## config.mk

```make
export PLATFORM = sky130hd
export DESIGN_NAME = f2i_conv
export DESIGN_NICKNAME = d
export VERILOG_FILES = /design/src/rtl/f2i_pkg.sv /design/src/rtl/f2i_unpack.sv /design/src/rtl/f2i_align.sv /design/src/rtl/f2i_round.sv /design/src/rtl/f2i_status.sv /design/src/rtl/f2i_conv.sv
export SDC_FILE = /design/constraint.sdc
export NUM_CORES = 1
export LEC_CHECK = 0
export BUFFER_PORTS_ARGS = -buffer_cell sky130_fd_sc_hd__buf_4
export CAP_MARGIN = 20
export CELL_PAD_IN_SITES_DETAIL_PLACEMENT = 0
export CELL_PAD_IN_SITES_GLOBAL_PLACEMENT = 1
export CORE_MARGIN = 1.5
export CORE_UTILIZATION = 49
export CTS_BUF_LIST = sky130_fd_sc_hd__clkbuf_2
export DETAILED_ROUTE_END_ITERATION = 10
export PLACE_DENSITY = 0.95
export SLEW_MARGIN = 20
export SYNTH_ARGS = -nofsm -noshare
export SYNTH_HDL_FRONTEND = slang
export SYNTH_HIERARCHICAL = 1
export SYNTH_SLANG_ARGS = --single-unit
```

## constraint.sdc

```tcl
create_clock -name clk -period 15 [get_ports clk]
set_input_delay 0 -clock clk [delete_from_list [all_inputs] [get_ports clk]]
set_output_delay 0 -clock clk [all_outputs]
set_load 0.03 [all_outputs]
```

## src/rtl/f2i_pkg.sv

```systemverilog
package f2i_pkg;

    localparam int unsigned XW       = 64;             // long-word width
    localparam int unsigned WW       = 32;             // word width
    localparam int unsigned SRW      = 32;             // status register width
    localparam int unsigned NEXC     = 5;              // exception kinds
    localparam int unsigned RM_LSB   = 0;              // rounding-mode field
    localparam int unsigned FLG_LSB  = 2;              // sticky flags
    localparam int unsigned CAU_LSB  = 12;             // per-operation causes
    localparam int unsigned MANW     = 53;             // significand incl. hidden bit
    localparam int unsigned EXPW     = 13;             // unbiased exponent width
    localparam int unsigned ALW      = 2 * XW;         // integer.fraction window
    localparam int unsigned FRAC_OFF = XW - (MANW - 1);
    localparam int unsigned SHW      = $clog2(ALW);

    // exception bit order inside both the flag and the cause field
    localparam int unsigned EX_NX = 0;
    localparam int unsigned EX_UF = 1;
    localparam int unsigned EX_OF = 2;
    localparam int unsigned EX_DZ = 3;
    localparam int unsigned EX_NV = 4;

    // causes overwritten on each conversion; the rest accumulate
    localparam logic [NEXC-1:0] CAUSE_REFRESH = 5'b00111;

    typedef enum logic [2:0] {
        OP_NEAREST = 3'd0,
        OP_TRUNC   = 3'd1,
        OP_FLOOR   = 3'd2,
        OP_CEIL    = 3'd3,
        OP_CVT_L   = 3'd4
    } conv_op_e;

    typedef enum logic [2:0] {
        RK_EVEN,
        RK_AWAY,
        RK_ZERO,
        RK_DOWN,
        RK_UP
    } rkind_e;

    typedef struct packed {
        logic                   sign;
        logic                   nan;
        logic                   inf;
        logic signed [EXPW-1:0] exp;
        logic [MANW-1:0]        man;
    } unpacked_t;

    typedef struct packed {
        logic          sign;
        logic          nan;
        logic          inf;
        logic          huge;
        logic [XW-1:0] ipart;
        logic          half;
        logic          sticky;
    } aligned_t;

    typedef struct packed {
        logic [XW-1:0]   value;
        logic [NEXC-1:0] exc;
    } conv_res_t;

    function automatic logic long_dest(input logic [2:0] op, input logic lng);
        return lng | (op == OP_CVT_L);
    endfunction

    function automatic rkind_e pick_kind(input logic [2:0] op, input logic lng,
                                         input logic [1:0] rm);
        rkind_e k;
        case (op)
            OP_NEAREST: k = lng ? RK_AWAY : RK_EVEN;
            OP_FLOOR:   k = RK_DOWN;
            OP_CEIL:    k = RK_UP;
            OP_CVT_L: begin
                case (rm)
                    2'd0:    k = RK_AWAY;
                    2'd1:    k = RK_ZERO;
                    2'd2:    k = RK_UP;
                    default: k = RK_DOWN;
                endcase
            end
            default:    k = RK_ZERO;
        endcase
        return k;
    endfunction

    function automatic logic [XW-1:0] sentinel(input logic lng);
        logic [XW-1:0] s;
        if (lng) s = {1'b0, {(XW-1){1'b1}}};
        else     s = {{(XW-WW+1){1'b0}}, {(WW-1){1'b1}}};
        return s;
    endfunction

endpackage

```

## src/rtl/f2i_unpack.sv

```systemverilog
module f2i_unpack
    import f2i_pkg::*;
(
    input  logic [XW-1:0] opnd,
    input  logic          dbl,
    output unpacked_t     u
);
    localparam int unsigned SE = 8;
    localparam int unsigned SF = 23;
    localparam int unsigned SB = 127;
    localparam int unsigned DE = 11;
    localparam int unsigned DF = 52;
    localparam int unsigned DB = 1023;

    unpacked_t us;
    unpacked_t ud;
    logic [SE-1:0] s_ef;
    logic [SF-1:0] s_fr;
    logic [DE-1:0] d_ef;
    logic [DF-1:0] d_fr;

    assign s_ef = opnd[SE+SF-1:SF];
    assign s_fr = opnd[SF-1:0];
    assign d_ef = opnd[DE+DF-1:DF];
    assign d_fr = opnd[DF-1:0];

    always_comb begin
        us.sign = opnd[SE+SF];
        us.nan  = (&s_ef) & (|s_fr);
        us.inf  = (&s_ef) & ~(|s_fr);
        if (s_ef == '0) us.exp = $signed(EXPW'(1)) - $signed(EXPW'(SB));
        else            us.exp = $signed(EXPW'(s_ef)) - $signed(EXPW'(SB));
        us.man  = {(|s_ef), s_fr, {(MANW-1-SF){1'b0}}};

        ud.sign = opnd[DE+DF];
        ud.nan  = (&d_ef) & (|d_fr);
        ud.inf  = (&d_ef) & ~(|d_fr);
        if (d_ef == '0) ud.exp = $signed(EXPW'(1)) - $signed(EXPW'(DB));
        else            ud.exp = $signed(EXPW'(d_ef)) - $signed(EXPW'(DB));
        ud.man  = {(|d_ef), d_fr};

        u = dbl ? ud : us;
    end
endmodule

```

## src/rtl/f2i_align.sv

```systemverilog
module f2i_align
    import f2i_pkg::*;
(
    input  unpacked_t u,
    output aligned_t  a
);
    localparam logic signed [EXPW-1:0] E_LO = EXPW'(-1);
    localparam logic signed [EXPW-1:0] E_HI = EXPW'(XW - 1);

    logic [ALW-1:0] wide;
    logic [SHW-1:0] sh;
    logic           tiny;
    logic [EXPW-1:0] sh_full;

    always_comb begin
        sh_full = u.exp + EXPW'(FRAC_OFF);
        sh      = sh_full[SHW-1:0];
        tiny    = $signed(u.exp) < E_LO;
        wide    = {{(ALW-MANW){1'b0}}, u.man} << sh;

        a.sign = u.sign;
        a.nan  = u.nan;
        a.inf  = u.inf;
        a.huge = $signed(u.exp) > E_HI;
        if (tiny) begin
            a.ipart  = '0;
            a.half   = 1'b0;
            a.sticky = |u.man;
        end else begin
            a.ipart  = wide[ALW-1:XW];
            a.half   = wide[XW-1];
            a.sticky = |wide[XW-2:0];
        end
    end
endmodule

```

## src/rtl/f2i_round.sv

```systemverilog
module f2i_round
    import f2i_pkg::*;
(
    input  aligned_t  a,
    input  rkind_e    kind,
    input  logic      lng,
    output conv_res_t r
);
    localparam logic [XW:0] POS_L = {2'b00, {(XW-1){1'b1}}};
    localparam logic [XW:0] NEG_L = {2'b01, {(XW-1){1'b0}}};
    localparam logic [XW:0] POS_W = {{(XW-WW+2){1'b0}}, {(WW-1){1'b1}}};
    localparam logic [XW:0] NEG_W = {{(XW-WW+1){1'b0}}, 1'b1, {(WW-1){1'b0}}};

    logic          lost;
    logic          inc;
    logic [XW:0]   mag;
    logic [XW-1:0] sval;
    logic          out_rng;
    logic          inval;

    always_comb begin
        lost = a.half | a.sticky;
        case (kind)
            RK_EVEN: inc = a.half & (a.sticky | a.ipart[0]);
            RK_AWAY: inc = a.half;
            RK_DOWN: inc = a.sign & lost;
            RK_UP:   inc = ~a.sign & lost;
            default: inc = 1'b0;
        endcase
        mag = {1'b0, a.ipart} + {{XW{1'b0}}, inc};

        if (a.sign) out_rng = mag > (lng ? NEG_L : NEG_W);
        else        out_rng = mag > (lng ? POS_L : POS_W);
        out_rng = ~a.nan & (out_rng | a.huge | a.inf);
        inval   = out_rng | a.nan;

        sval = a.sign ? (~mag[XW-1:0] + {{(XW-1){1'b0}}, 1'b1}) : mag[XW-1:0];

        if (inval)    r.value = sentinel(lng);
        else if (lng) r.value = sval;
        else          r.value = {{(XW-WW){sval[WW-1]}}, sval[WW-1:0]};

        r.exc        = '0;
        r.exc[EX_NX] = lost & ~inval;
        r.exc[EX_OF] = out_rng;
        r.exc[EX_NV] = inval;
    end
endmodule

```

## src/rtl/f2i_status.sv

```systemverilog
module f2i_status
    import f2i_pkg::*;
#(
    parameter logic [SRW-1:0] RESET_VAL = '0
) (
    input  logic            clk,
    input  logic            rst,
    input  logic            wr,
    input  logic [SRW-1:0]  wdata,
    input  logic            upd,
    input  logic [NEXC-1:0] exc,
    output logic [SRW-1:0]  sr
);
    logic [SRW-1:0]  sr_q;
    logic [SRW-1:0]  sr_d;
    logic [NEXC-1:0] flg_n;
    logic [NEXC-1:0] cau_n;

    for (genvar gi = 0; gi < NEXC; gi++) begin : g_exc
        assign flg_n[gi] = sr_q[FLG_LSB+gi] | (upd & exc[gi]);
        if (CAUSE_REFRESH[gi]) begin : g_refresh
            assign cau_n[gi] = upd ? exc[gi] : sr_q[CAU_LSB+gi];
        end else begin : g_accum
            assign cau_n[gi] = sr_q[CAU_LSB+gi] | (upd & exc[gi]);
        end
    end

    always_comb begin
        sr_d                    = sr_q;
        sr_d[FLG_LSB +: NEXC]   = flg_n;
        sr_d[CAU_LSB +: NEXC]   = cau_n;
        if (wr) sr_d = wdata;
    end

    always_ff @(posedge clk) begin
        if (rst) sr_q <= RESET_VAL;
        else     sr_q <= sr_d;
    end

    assign sr = sr_q;
endmodule

```

## src/rtl/f2i_conv.sv

```systemverilog
module f2i_conv
    import f2i_pkg::*;
#(
    parameter logic [SRW-1:0] SR_RESET = '0
) (
    input  logic           clk,
    input  logic           rst,
    input  logic           in_valid,
    input  logic [XW-1:0]  in_opnd,
    input  logic           in_dbl,
    input  logic           in_long,
    input  logic [2:0]     in_op,
    input  logic           sr_wr,
    input  logic [SRW-1:0] sr_wdata,
    output logic           out_valid,
    output logic [XW-1:0]  out_result,
    output logic [SRW-1:0] out_status
);
    unpacked_t u;
    aligned_t  a;
    conv_res_t cr;
    rkind_e    kind;
    logic      lng_eff;

    assign lng_eff = long_dest(in_op, in_long);
    assign kind    = pick_kind(in_op, in_long, out_status[RM_LSB +: 2]);

    f2i_unpack u_unpack (.opnd(in_opnd), .dbl(in_dbl), .u(u));
    f2i_align  u_align  (.u(u), .a(a));
    f2i_round  u_round  (.a(a), .kind(kind), .lng(lng_eff), .r(cr));

    f2i_status #(.RESET_VAL(SR_RESET)) u_status (
        .clk   (clk),
        .rst   (rst),
        .wr    (sr_wr),
        .wdata (sr_wdata),
        .upd   (in_valid),
        .exc   (cr.exc),
        .sr    (out_status)
    );

    always_ff @(posedge clk) begin
        if (rst) begin
            out_valid  <= 1'b0;
            out_result <= '0;
        end else begin
            out_valid <= in_valid;
            if (in_valid) out_result <= cr.value;
        end
    end
endmodule

```

== Yosys cells after proc, flatten, opt, wreduce, memory -nomap -nowiden ==
Index checks and enable logic that the tools add are counted.
Storage, ports and cells
  register bits: 97
  bits in latches: 0
  bits in writable memories: 0
  bits in read-only memories: 0
  bits of input ports: 105
  output and inout port bits: 97
  logic and storage cells: 84
  memories: 0
Cells by class
  $add $sub $neg: 5
  multiply operators: 0
  div/mod/pow operators: 0
  order comparisons: 4
  eq/ne operators: 8
  shifts and indexed selects: 1
  muxes and demuxes: 19
  bitwise gates (word level): 28
  reduce and logical (&&, ||, !) cells: 14
Operator list (count)
  $mux 64: 4
  $gt 65x65->1: 2
  $shl 53x7->128: 1
  $mux 63: 2
  $mux 69: 1
  $mux 66: 1
  $add 64x1->65: 1
  $add 64x1->64 const B: 1
  $not 64->64: 1
  $reduce_or 63->1: 1
  $reduce_or 53->1: 1
  $reduce_or 52->1: 1
  $mux 13: 2
  $reduce_or 23->1: 1
  $mux 17: 1
  $gt 13x7->1 const B: 1
  $lt 13x1->1 const B: 1
  $and 1x1->1: 12
  $pmux 3 s4: 1
  $sub 11x10->12 const B: 1
  $logic_not 11->1: 1
  $reduce_and 11->1: 1
  $reduce_or 11->1: 1
  $or 1x1->1: 10
  other kinds (17): 29

== Depth between registers and ports, before layout ==
Gate-level depths: netlist (run 1).
  depth after elaboration: 23
  depth in mapped cells: 51
  mapped depth without buffers: 39

== By module ==
Netlist (run 1), hierarchy kept.
Modules (own cells, without submodules)
  f2i_align: times used 1, cells each 760, area each 5952.0 µm², sequential area each 0.0 µm²
  f2i_round: times used 1, cells each 746, area each 5096.1 µm², sequential area each 0.0 µm²
  f2i_conv: times used 1, cells each 224, area each 2424.8 µm², sequential area each 1301.2 µm²
  f2i_status: times used 1, cells each 116, area each 1268.7 µm², sequential area each 640.6 µm²
  f2i_unpack: times used 1, cells each 156, area each 1102.3 µm², sequential area each 0.0 µm²

== Worst setup path before layout (run 1) ==
No wires, ideal clock.
  path kind: input-to-reg
  start point: input port in_opnd[55]
  end point: register out_result[59]
  setup time: 128 ps
  arrival: 9036 ps
  required time: 14872 ps
  path slack: 5836 ps
  cell stages on the path: 49
  path buffers: 11
  cell sequence: nor4_1 > nand4b_1 > nand2_1 > o22ai_1 > clkbuf_1 > inv_2 > clkbuf_1 > clkbuf_1 > clkbuf_1 > ha_1 > clkbuf_1 > buf_2 > clkbuf_1 > mux4_2 > mux2i_1 > mux2i_1 > a22o_1 > nor4_2 > [... 13 more ...] > nand3_1 > xnor2_1 > ha_1 > and4_1 > nand4_1 > nor3_1 > o21ai_0 > nor4_1 > nand4_1 > o211ai_1 > a21bo_2 > o211a_1 > buf_4 > nand3_4 > buf_6 > o211ai_2 > mux2i_1 > nor2_1
RTL lines
  from (decl): line f2i_conv.sv:9  | input logic [XW-1:0] in_opnd,
  to (signal assigned): line f2i_conv.sv:48  | if (in_valid) out_result <= cr.value;
  to (decl): line f2i_conv.sv:16  | output logic [XW-1:0] out_result,

==> results of run 1 <==
-- synthesized netlist by cell type (8+ instances only) --
master	count	area, um^2
or4_1	12	90.09
mux2i_1	157	1572
a22o_1	10	87.58
buf_4	15	112.6
mux2_2	71	799.5
nor2_1	217	814.5
clkbuf_1	72	270.3
and2_1	46	287.8
nor4_1	64	400.4
xor2_1	52	455.4
nand4_1	61	381.6
mux4_2	65	1464
nand2_1	192	720.7
xnor2_1	86	753.2
dfxtp_1	97	1942
buf_6	17	191.4
or3_1	13	81.33
nand2b_1	10	62.56
buf_2	31	155.2
nand3_1	52	260.3
a2bb2oi_1	8	70.07
a21o_1	15	112.6
buf_1	9	33.78
o22ai_1	47	294.0
nor3_1	53	265.3
a22oi_1	21	157.7
and3_1	18	112.6
o21ai_0	69	345.3
ha_1	49	613.1
o31ai_1	15	112.6
o211ai_2	24	300.3
o211ai_1	11	82.58
or2_2	12	75.07
inv_1	36	135.1
a31oi_1	12	75.07
and4_1	16	140.1
nor2b_1	18	112.6
a211oi_1	24	180.2
a21oi_1	53	265.3
-- state kept, by name (all words and copies together) (netlist names) --
name         cells
out_result      64
u_status/sr     32
out_valid        1
-- cell families after synthesis --
| logic type | synth area share [%] |
|---|---|
| AOI/OAI and AO/OA | 18.59 |
| adders and majority gates | 3.870 |
| xor gates and xnor gates | 7.629 |
| muxes | 24.39 |
| other | 0.02367 |
| DFF | 12.26 |
| and+or+nand+nor | 26.95 |
| buffers and inverters | 6.294 |
-- power by group --
| group | internal (uW) | switching (uW) |
|---|---|---|
| Clock | 40.1 | 95.9 |
| Sequential | 295 | 22.0 |
| Combinational | 501 | 895 |
| Total | 836 | 1010 |
-- worst max-delay path, delay by kind of cell --
kind	cells	cell delay (ns)
xor+xnor	1	0.22
compound gates	11	3.01
fa+ha+maj	4	1.13
simple gates	17	4.70
mux	3	0.70
buf+inv	8	2.49
-- per-layer routing --
| metal | vias to the layer above | share of wire (%) | global-route usage [%] |
|---|---|---|---|
| met1 | 8538 | 41 | 52.46 |
| met2 | 1202 | 44 | 60.09 |
| li1 | 7931 | - | - |
| met3 | 175 | 11 | 9.790 |
| met4 | 2 | 3.8 | 12.75 |
| met5 | - | 0.018 | 0 |
-- cell type report --
class / count / area [um^2]
Inverter: 41 / 153.9
Antenna cell: 2 / 5.005
Clock buffer: 10 / 50.05
Sequential cell: 97 / 1942
Timing Repair Buffer: 321 / 2661
Multi-Input combinational cell: 1715 / 12970
Fill cell: 2865 / 13370
Clock inverter: 6 / 67.56
Tap cell: 402 / 503.0
-- worst min path at each step --
stage | startpoint | endpoint | slack [ns] | cells after the start
after CTS | in_valid | out_result[30] | 0.14 | 3
after floorplan | rst | u_status/sr[16] | 0.08 | 1
after global placement | sr_wdata[10] | u_status/sr[10] | 0.23 | 3
after detailed placement | sr_wdata[1] | u_status/sr[1] | 0.25 | 3
final | in_long | out_result[40] | 0.27 | 6
after global routing | in_long | out_result[44] | 0.26 | 6
-- stage by stage --
stage | hold WS, ns | power, uW | util, % | instances
2_1_floorplan | 0.07931 | 1235 | - | 2003
3_3_place_gp | 0.2312 | 1620 | 54.50 | 2484
3_5_place_dp | 0.2474 | 1627 | 54.59 | 2485
4_1_cts | 0.1447 | 1788 | 57.80 | 2591
5_1_grt | 0.2640 | 1934 | 57.85 | 2593
6_report | 0.2726 | 1849 | 57.86 | 2594
==> results by group, run 1 <==
Routing
  – Residual DRC count: 0
  – First drt pass iteration count: 6
  – WL final: 66850 um
  – Iteration-0 DRC count of the detailed router: 2303
  – Final ANT Viol Nets: 0
  – Routed vias: roughly 18000
  – Via density: 6.880
  – WL/cell: 25.77 um

STA
  – Hold Violations, Final: 0
  – Layout Skew: 0.03637 ns
  – Fin crit period: 11.76 ns
  – Max-slew violation count: 0
  – Worst slew pin tran: 1.149 ns
  – Final setup vio count: 0
  – Final Cycle Share: 78.43%
  – FMAX: 85.00 MHz
  – Worst setup margin: 3.235 ns
  – Post-route setup TNS: 0 ns
  – RSZ-0062 raised after global routing: no
  – Slew headroom: between 20% and 30%

Die
  – Die W: 182.8 um
  – Die ar.: 33420 um^2
  – Die H: approximately 180 um
  – CORE AREA: 31720 um^2
  – Initial Utilization: 49.95%
  – Row count: 65
  – Total I/O pin count: 202

Synthesis
  – Cell Area, Synth: 15840 um^2
  – Post-synth EDFFs: 0
  – Register area share after synthesis: between 10 and 15%
  – Post-synthesis register bit count: 97
  – Async set-reset flop share out of synthesis: 0%
  – Ys flop type: dfxtp_1
  – Yosys cell types: 100
  – Synthesized area per cell: 7.914 um^2
  – Synthesized instance count: 2002
  – Yosys warns: 6

Layout
  – Post-layout net count: 2339
  – Share of post-route cells with drive strength above 1: 21.28%
  – Post-Layout Inst Area: roughly 18000 um^2
  – Layout area overhead: 15.83%
  – Most common cell after layout, fill and taps aside: buf_4
  – Most frequent cells in the layout: 228 x buf_4, 217 x nor2_1, 192 x nand2_1

Job
  – Max_cap viols: 0

Clock tree
  – Clk sinks: 97
  – Clock slew at reported path FFs: 0.26 ns
  – Postcts setup bufs: 0
  – Clk_lat worst skew: 0.62 ns
  – CTS H-Tree Depth: 3
  – Hold_buf cts: 90
  – # resized after CTS: 0
  – CTS root buf: clkbuf_2
  – Max Buffers Root-to-Sink: 2
  – CTS Buf Count: 9
  – CTS tree: yes

Worst setup path
  – Crit. End Element: flop
  – Critical Path AT: between 10 and 15 ns
  – Delay of the slowest cell on the worst path: 0.92 ns
  – Crit start category: primary input
  – Cell depth of the worst flop-to-flop path: 32
  – Most Frequent Cell on Critical Path: buf_4
  – FF-to-FF Start: u_status/sr[0]
  – Critical Path End: u_status/sr[12]
  – R2r setup slk: 6.25 ns
  – Worst path slowest cell: a211oi_1
  – RR Endpoint: u_status/sr[12]
  – Crit path required time: 15.58 ns
  – WS Path Type: primary input to flop
  – Worst-path fanout max: 49
  – Crit. Startpoint: in_opnd[55]

GRT
  – Number of global-route vias before repair: 16730
  – Gr usage total: approximately two fifths
  – Initial antenna violation count: 3
  – First-pass GRT wire length: 100500 um
  – GRT overflow: 0
  – Largest net degree at the start of global routing: 98

Placed design
  – Routability cong.: 1.049
  – Pre-CTS WS: ~3.5 ns
  – Hpwl dp: between 40000 and 50000 um
  – Placed instance area: 17320 um^2
  – I/O Buffers: 201

Pwr
  – Peak supply drop: 0.00008792 V
  – P_leak: around 0.0075 uW
  – Power Density: 100.8 nW/um^2

Outcome
  – Status: complete, no violations

Min path
  – Path category of the worst min-delay check: primary input to flop
No activity file was read; power rests on OpenSTA's default activity.
==> run 2: changes to the inputs <==
--- a/config.mk
+++ b/config.mk
@@ -5,15 +5,16 @@
 export SDC_FILE = /design/constraint.sdc
 export NUM_CORES = 1
 export LEC_CHECK = 0
+export ABC_AREA = 1
 export BUFFER_PORTS_ARGS = -buffer_cell sky130_fd_sc_hd__buf_4
 export CAP_MARGIN = 20
 export CELL_PAD_IN_SITES_DETAIL_PLACEMENT = 0
 export CELL_PAD_IN_SITES_GLOBAL_PLACEMENT = 1
 export CORE_MARGIN = 1.5
-export CORE_UTILIZATION = 49
+export CORE_UTILIZATION = 41
 export CTS_BUF_LIST = sky130_fd_sc_hd__clkbuf_2
 export DETAILED_ROUTE_END_ITERATION = 10
-export PLACE_DENSITY = 0.95
+export PLACE_DENSITY = 0.91
 export SLEW_MARGIN = 20
 export SYNTH_ARGS = -nofsm -noshare
 export SYNTH_HDL_FRONTEND = slang
==> constraint.sdc (replaced) <==
create_clock -name clk -period 11.69 [get_ports clk]
set_input_delay 0 -clock clk [delete_from_list [all_inputs] [get_ports clk]]
set_output_delay 0 -clock clk [all_outputs]
set_load 0.03 [all_outputs]
==> run 2 against run 1 <==
  * Cell count grew 53%
  * Non-clock buffer count down 33
  * Utilization down 11 points
  * Clock skew is 0.0046 ns higher
  * Highest routed layer is now met4
  * Design area up 6.2%
  * Flip-flop and latch count did not move
  * Power grew 36%
  * Die area up 30%
  * Combinational power is 41% higher
  * Worst setup slack worse by 1.2 ns
  * Register-to-register slack worse by 1.4 ns
==> results by group, run 2 <==
GRT
  – Number of global-route vias before repair: 20490
  – GRT overflow: 0
  – Gr usage total: around 34%
  – First-pass GRT wire length: around 120000 um
  – Largest net degree at the start of global routing: 78
  – Initial antenna violation count: 1

Clock tree
  – Max Buffers Root-to-Sink: 2
  – CTS root buf: clkbuf_2
  – CTS Buf Count: 9
  – CTS H-Tree Depth: 3
  – Clock slew at reported path FFs: 0.29 ns
  – Clk_lat worst skew: ~0.65 ns
  – CTS tree: yes
  – Clk sinks: 97

Routing
  – Via density: 5.747
  – First drt pass iteration count: 8
  – Routed vias: ~23000
  – WL/cell: between 15 and 20 um
  – WL final: between 70000 and 80000 um
  – Iteration-0 DRC count of the detailed router: 3390
  – Final ANT Viol Nets: 0
  – Residual DRC count: 0

STA
  – Worst slew pin tran: 0.9976 ns
  – Final Cycle Share: roughly 80%
  – Hold Slack: between 0.1 and 0.15 ns
  – Worst setup margin: 2.061 ns
  – Max-slew violation count: 0
  – Fin crit period: around 9.6 ns
  – Post-route setup TNS: 0 ns
  – Slew headroom: 33.49%
  – Layout Skew: 0.04098 ns
  – Final setup vio count: 0
  – Hold Violations, Final: 0
  – FMAX: 103.8 MHz
  – RSZ-0062 raised after global routing: no

Synthesis
  – Cell Area, Synth: 17250 um^2
  – Compound-gate portion of the synthesized area: a little over a tenth
  – Synth Area in Simple Gates: between 60 and 70%
  – XOR/XNOR Fraction of Synth Area: 2.278%
  – Register area share after synthesis: 11.26%
  – Top post-synthesis cells by count: 1124 x nand2_1, 634 x nand3_1, 396 x nor2_1
  – Area contributors post-synth: nand2_1 24%, nand3_1 18%, dfxtp_1 11%
  – Largest family of logic cells by synthesized area: simple AND/OR/NAND/NOR gates
  – Yosys warns: 6
  – Synthesized instance count: 3302
  – Share of the synthesized area in the top cell type: approximately 24%
  – Async set-reset flop share out of synthesis: 0%
  – Post-synth EDFFs: 0
  – Synthesized area per cell: 5.223 um^2
  – Yosys cell types: 64
  – Ys flop type: dfxtp_1
  – Post-synthesis register bit count: 97
  – Mux cell area share after synthesis: 0%
  – Dominant cell type by area after synthesis: nand2_1
  – Top-count cell post-synth: nand2_1
  – Adder-cell share of the synthesized area: 3.555%

Layout
  – Layout area overhead: 13.04%
  – Multi-input gate area: around 13000 um^2
  – Post-layout net count: 3594
  – Sequential cell area: between 1500 and 2000 um^2
  – Register bank with the most flops: out_result
  – Most frequent cells in the layout: 1124 x nand2_1, 634 x nand3_1, 395 x nor2_1
  – Share of post-route cells with drive strength above 1: 11.84%
  – Fill cells: 4561
  – Most common cell after layout, fill and taps aside: nand2_1
  – Post-Layout Inst Area: 19490 um^2
  – Largest register FFs: 64

Die
  – CORE AREA: 41200 um^2
  – Die ar.: 43300 um^2
  – Die H: 208.1 um
  – Die W: around 210 um
  – Initial Utilization: 41.86%
  – Total I/O pin count: around 200
  – Row count: 74

Worst setup path
  – Crit start category: primary input
  – WS Path Type: primary input to flop
  – Crit. End Element: flop
  – Worst-path fanout max: 67
  – Worst path slowest cell: ha_2
  – FF-to-FF Start: u_status/sr[1]
  – Critical Path End: u_status/sr[12]
  – Cell depth of the worst flop-to-flop path: 36
  – R2r setup slk: 4.84 ns
  – Critical Path AT: 10.25 ns
  – Crit. Startpoint: in_dbl
  – Most Frequent Cell on Critical Path: nand2_1
  – RR Endpoint: u_status/sr[12]
  – Delay of the slowest cell on the worst path: 0.92 ns
  – Crit path required time: 12.31 ns

Pwr
  – Power Density: ~130 nW/um^2
  – Peak supply drop: ~0.000067 V
  – P_leak: 0.009520 uW

Min path
  – Path category of the worst min-delay check: primary input to flop
  – Hold Crit Depth: 8

Placed design
  – Placed instance area: ~19000 um^2
  – Routability cong.: 1.092
  – I/O Buffers: 201
  – Pre-CTS WS: about 2.3 ns
  – Hpwl dp: 60470 um

Outcome
  – Status: complete, no violations

Job
  – Max_cap viols: 0
run 2: changes by cell type in the layout (fill, tap and decap cells not counted), moves of 31 or more:
cell,delta
xnor2_1,-77
nor3_1,-32
inv_1,+185
nand3_1,+582
and2_1,-43
nand2_2,+64
nor2_1,+178
nor4_1,-46
o22ai_1,-31
a21oi_1,+56
nand2_1,+932
mux2_2,-71
mux4_2,-65
mux2i_1,-157
run 2: cells by family after synthesis:
group / Yosys count
other: 1
XOR/XNOR: 41
adder cells (fa/ha/maj): 49
AND/OR/NAND/NOR: 2384
buffers and inverters: 409
AO/OA/AOI/OAI: 321
flip-flops: 97
run 2: what timing repair did:
action | CTS | global route
setup endpoints to repair | 0 | 0
hold buffers | 71 | 0
hold endpoints to repair | 97 | 0
buffers inserted | 0 | 0
gates resized for setup | 0 | 0
run 2: per-stage QoR:
stage                     power, uW  cells  utilization [%]
final                          2517   3979            47.31
after global routing           2705   3978            47.31
after CTS                      2447   3977            47.28
after detailed placement       2261   3890            45.28
after global placement         2270   3890            45.28
after floorplan                1729   3303                -
run 2: worst min path at each step:
stage                  from              end  slack [ns]
3_5_place_dp   sr_wdata[25]  u_status/sr[25]        0.23
5_1_grt         in_opnd[63]    out_result[7]        0.18
2_1_floorplan           rst  u_status/sr[13]        0.06
6_report        in_opnd[63]    out_result[7]        0.13
3_3_place_gp   sr_wdata[31]  u_status/sr[31]        0.22
4_1_cts         in_opnd[63]    out_result[7]        0.09
run 2: where the power goes:
| group | switching (uW) | internal [uW] | total [uW] |
|---|---|---|---|
| Sequential | 21.6 | 370 | 392 |
| Clock | 127 | 32.5 | 159 |
| Combinational | 1410 | 557 | 1970 |
| Total | 1560 | 960 | 2520 |
run 2: layout make-up:
cell class,count,area share [%]
Inverter,247,4.814
Clock buffer,9,0.2311
Antenna cell,2,0.02567
Clock inverter,7,0.3402
Timing Repair Buffer,288,12.00
Tap cell,532,3.415
Multi-Input combinational cell,2797,69.21
Sequential cell,97,9.961
run 2: critical path: cells and delay by family:
kind                     cells  cell delay (ns)
XOR/XNOR                     1             0.39
AO/OA/AOI/OAI                7             1.81
adder cells (fa/ha/maj)      4             1.75
buffers and inverters        7             2.02
AND/OR/NAND/NOR             31             4.15
run 2: layer usage:
metal	vias to the layer above	share of wire [%]	routed length (um)	global-route usage, %
met3	140	12	9237	8.166
li1	11130	-	-	-
met2	1338	41	31330	51.56
met4	0	2.9	2249	9.867
met1	10260	44	33720	48.60
met5	-	0	0	0
